`config.mk`:
```
export PLATFORM = sky130hd
export DESIGN_NAME = sid_span_filter
export DESIGN_NICKNAME = d
export VERILOG_FILES = /design/src/rtl/sidf_pkg.sv /design/src/rtl/sidf_cfg_select.sv /design/src/rtl/sidf_lane.sv /design/src/rtl/sid_span_filter.sv
export SDC_FILE = /design/constraint.sdc
export NUM_CORES = 1
export LEC_CHECK = 0
export BUFFER_PORTS_ARGS = -buffer_cell sky130_fd_sc_hd__buf_2
export CAP_MARGIN = 25
export CELL_PAD_IN_SITES_DETAIL_PLACEMENT = 0
export CELL_PAD_IN_SITES_GLOBAL_PLACEMENT = 2
export CORE_ASPECT_RATIO = 1.25
export CORE_UTILIZATION = 31
export CTS_CLUSTER_SIZE = 20
export DETAILED_ROUTE_END_ITERATION = 8
export HOLD_SLACK_MARGIN = 0.12
export PLACE_DENSITY = 0.95
export SYNTH_ARGS = -nofsm -noshare
export SYNTH_HDL_FRONTEND = slang
export SYNTH_SLANG_ARGS = --single-unit
```
`constraint.sdc`:
```
create_clock -name clk -period 4 [get_ports clk]
set_input_delay 0.6 -clock clk [delete_from_list [all_inputs] [get_ports clk]]
set_output_delay 0.6 -clock clk [all_outputs]
set_load 0.01 [all_outputs]
```
`src/rtl/sidf_pkg.sv`:
```
package sidf_pkg;

  localparam int SID_BITS = 32;

  typedef logic [SID_BITS-1:0] sid_t;

  typedef struct packed {
    sid_t pattern;
    logic span;
    logic enable;
  } flt_cfg_t;

  // Don't-care bits: the trailing ones of the pattern plus the first zero.
  // Adding one flips exactly those bits, so XOR with the sum isolates them.
  function automatic sid_t ignore_mask(input sid_t pat, input logic span);
    sid_t inc;
    inc = pat + sid_t'(1);
    return span ? (pat ^ inc) : '0;
  endfunction

  function automatic logic sid_hit(input sid_t sid, input sid_t pat, input sid_t ign);
    return ((sid ^ pat) & ~ign) == '0;
  endfunction

endpackage

```
`src/rtl/sidf_cfg_select.sv`:
```
module sidf_cfg_select
  import sidf_pkg::*;
#(
  parameter int NUM_CTR = 4
) (
  input  logic                     global_mode,
  input  flt_cfg_t [NUM_CTR-1:0]   cfg_in,
  output flt_cfg_t [NUM_CTR-1:0]   cfg_eff
);

  // Global mode broadcasts lane 0's settings to every lane.
  for (genvar k = 0; k < NUM_CTR; k++) begin : g_sel
    if (k == 0) begin : g_lead
      assign cfg_eff[k] = cfg_in[0];
    end else begin : g_follow
      assign cfg_eff[k] = global_mode ? cfg_in[0] : cfg_in[k];
    end
  end

endmodule

```
`src/rtl/sidf_lane.sv`:
```
module sidf_lane
  import sidf_pkg::*;
(
  input  flt_cfg_t cfg,
  input  sid_t     sid,
  output logic     hit
);

  sid_t ign;

  always_comb begin
    ign = ignore_mask(cfg.pattern, cfg.span);
    hit = !cfg.enable || sid_hit(sid, cfg.pattern, ign);
  end

endmodule

```
`src/rtl/sid_span_filter.sv`:
```
module sid_span_filter
  import sidf_pkg::*;
#(
  parameter int NUM_CTR = 4
) (
  input  logic                          clk,
  input  logic                          rst_n,
  input  logic                          txn_valid,
  input  logic [SID_BITS-1:0]           txn_sid,
  input  logic [NUM_CTR-1:0]            flt_enable,
  input  logic [NUM_CTR-1:0]            flt_span,
  input  logic [NUM_CTR*SID_BITS-1:0]   flt_pattern,
  input  logic                          global_mode,
  output logic [NUM_CTR-1:0]            match
);

  flt_cfg_t [NUM_CTR-1:0] cfg_raw;
  flt_cfg_t [NUM_CTR-1:0] cfg_eff;
  logic     [NUM_CTR-1:0] lane_hit;

  for (genvar k = 0; k < NUM_CTR; k++) begin : g_lane
    assign cfg_raw[k].pattern = flt_pattern[k*SID_BITS +: SID_BITS];
    assign cfg_raw[k].span    = flt_span[k];
    assign cfg_raw[k].enable  = flt_enable[k];

    sidf_lane u_lane (
      .cfg (cfg_eff[k]),
      .sid (txn_sid),
      .hit (lane_hit[k])
    );
  end

  sidf_cfg_select #(.NUM_CTR(NUM_CTR)) u_sel (
    .global_mode (global_mode),
    .cfg_in      (cfg_raw),
    .cfg_eff     (cfg_eff)
  );

  always_ff @(posedge clk) begin
    if (!rst_n) match <= '0;
    else        match <= txn_valid ? lane_hit : '0;
  end

endmodule

```
==> impl_metrics.env <==
export IMPL_grt_pass1_vias=6529
export IMPL_cp_startpoint="global_mode"
export IMPL_finalCritPeriodShare=0.810
export IMPL_core_region_area_um2=17400
export IMPL_endpoint="match[2]"
export IMPL_synth_top_cell_area_share=0.145
export IMPL_largest_reg_flops=4
export IMPL_max_cap_viol_count=0
export IMPL_final_area_um2=6450
export IMPL_cts_max_path_buffers=2
export IMPL_drt_iter0_drc=663
export IMPL_routed_via_count=6789
export IMPL_drt_met1_wl_um=11100
export IMPL_postSynthAreaPerCell_um2=7.18
export IMPL_cp_arrival_ns=3.39
export IMPL_path_max_fanout=92
export IMPL_nNetsFinal=1068
export IMPL_peakVddDrop_uv=118
export IMPL_maxSlewViolCount=0
export IMPL_firstDrtPassIters=7
export IMPL_die_x_um=121
export IMPL_grt_setup_unrepaired="no"
export IMPL_utilization=0.370
export IMPL_post_cts_resized=0
export IMPL_finalSetupTns_ns=0
export IMPL_async_flop_share=0
export IMPL_min_path_cells=2
export IMPL_cp_end_kind="register"
export IMPL_cts_hold_buffers=0
export IMPL_max_freq_ghz=0.308
export IMPL_final_common_cell="buf_2"
export IMPL_fp_dieH_um=151
export IMPL_worstSetupStartpointType="input port"
export IMPL_synth_nets=942
export IMPL_hp_class="input port to register"
export IMPL_track_usage=0.295
export IMPL_finalCriticalPeriod_ns=3.24
export IMPL_crit_required_ns=4.15
export IMPL_pin_count=176
export IMPL_cts_setup_buffers=0
export IMPL_grt_max_degree=93
export IMPL_p_leak_nw=2.63
export IMPL_cts_root_buf="clkbuf_16"
export IMPL_die_area_um2=18300
export IMPL_reg_largest_list="match x4"
export IMPL_yosysWarnings=0
export IMPL_slew_limit_headroom=0.360
export IMPL_initial_core_util=0.317
export IMPL_port_buffers=175
export IMPL_worst_pin_slew_ns=0.936
export IMPL_met3_length_um=1910
export IMPL_num_antenna_cells=0
export IMPL_drive_gt1_frac=0.246
export IMPL_yosys_area_top_type="mux2i_1"
export IMPL_h_tree_depth=1
export IMPL_syn_to_final_growth_pct=16.8
export IMPL_top_layer="met4"
export IMPL_regMostFlops="match"
export IMPL_clock_sinks=4
export IMPL_antenna_left=0
export IMPL_crit_family="compound AO/OA/AOI/OAI gates"
export IMPL_cts_made_buffers=3
export IMPL_synth_area_um2=5520
export IMPL_hold_violations=0
export IMPL_placed_area_um2=6370
export IMPL_grt_antenna_before_repair=0
export IMPL_outcome="complete, no violations"
export IMPL_gp_congestion=0.990
export IMPL_crit_top_cell="buf_4"
export IMPL_synth_edf_count=0
export IMPL_grt_pass1_wl_um=39800
export IMPL_routedWlPerCell_um=24.7
export IMPL_ys_seq_elements=4
export IMPL_path_class="input port to register"
export IMPL_overflow=0
export IMPL_layout_common_cells="buf_2, xnor2_1, mux2i_1"
export IMPL_path_cells="buf_6 > buf_4 > and3_1 > a31oi_1 > a32oi_1 > nand2_1 > a2111oi_0 > buf_4 > nand4_1 > o31ai_2"
export IMPL_path_clk_slew_ns=0.04
export IMPL_synth_area_top_cells="mux2i_1, xnor2_1, xor2_1, nand2_1, a21oi_1"
export IMPL_cts_tree="done"
export IMPL_yosysSeqAreaShare=0.0145
export IMPL_wl_met2_um=13400
export IMPL_cp_slowest_cell="buf_6"
export IMPL_synth_flop_cell="dfxtp_1"
export IMPL_drc=0
export IMPL_wl_um=27600
export IMPL_p_per_area_nw_per_um2=153
export IMPL_vias_per_cell=6.08
export IMPL_path_buf_inv=3
export IMPL_setup_viol=0
export IMPL_critical_path_max_stage_delay_ns=0.57
export IMPL_dpl_hpwl_um=23300
export IMPL_syn_inst=769
export IMPL_rows=54
export IMPL_cp_num_cells=10
export IMPL_synth_cell_types=77
cells in the mapped netlist (6+ instances only):
library cell,number
and3_1,17
a22oi_1,9
nand2_1,62
nand3_1,39
a22oi_2,6
nor4_1,9
o22ai_1,10
and2_1,8
o31ai_1,10
nand4_1,28
buf_4,7
a21oi_1,40
a2111oi_0,7
nand4b_1,9
o21ai_0,29
inv_1,10
mux2i_1,80
buf_2,18
a32oi_1,6
nor2_1,36
nand3b_1,25
buf_6,7
xnor2_1,82
xor2_1,38
nor2b_1,11
nor3_1,11
clkbuf_1,28
a31oi_1,12
worst min path at each step:
stage                        from       end  slack (ns)
finish              flt_enable[0]  match[0]        0.59
global route        flt_enable[0]  match[0]        0.60
CTS                 flt_enable[0]  match[0]        0.59
detailed placement  flt_enable[0]  match[0]        0.82
global placement    flt_enable[0]  match[0]        0.83
floorplan           flt_enable[0]  match[0]        0.71
logic make-up (layout without fill, tap and decap cells):
logic type | Yosys count | after routing | share of synthesized area
buffers and inverters | 76 | 200 | 0.0809
and+or+nand+nor | 294 | 294 | 0.312
muxes | 84 | 84 | 0.153
AOI/OAI and AO/OA | 190 | 190 | 0.247
adders and majority gates | 1 | 1 | 0.00227
xor gates and xnor gates | 120 | 120 | 0.190
DFF | 4 | 4 | 0.0145
per-stage QoR:
stage	std cells	hold slack (ns)	setup slack, ns	total power [W]
final	1117	0.593	0.758	0.000988
after global routing	1117	0.603	0.621	0.00104
after CTS	1117	0.587	0.820	0.000973
after detailed placement	1114	0.824	0.602	0.000798
after global placement	1114	0.827	0.647	0.000807
after floorplan	769	0.714	1.42	0.000519
layout make-up:
type / count / area (um^2)
Timing Repair Buffer: 186 / 977
Inverter: 11 / 41.3
Fill cell: 1965 / 11000
Sequential cell: 4 / 80.1
Clock buffer: 3 / 75.1
Multi-Input combinational cell: 689 / 4990
Tap cell: 224 / 280
routing by layer:
layer	global-route usage	vias up
met5	0	-
met4	0.130	0
met3	0.0252	73
met2	0.520	394
met1	0.362	3177
li1	-	3145
report_power, final:
group	total (W)	internal [W]	switching [W]
Sequential	0.0000428	0.0000420	0.000000722
Combinational	0.000773	0.000296	0.000477
Clock	0.000172	0.000129	0.0000432
(Power assumes the default switching activity.)
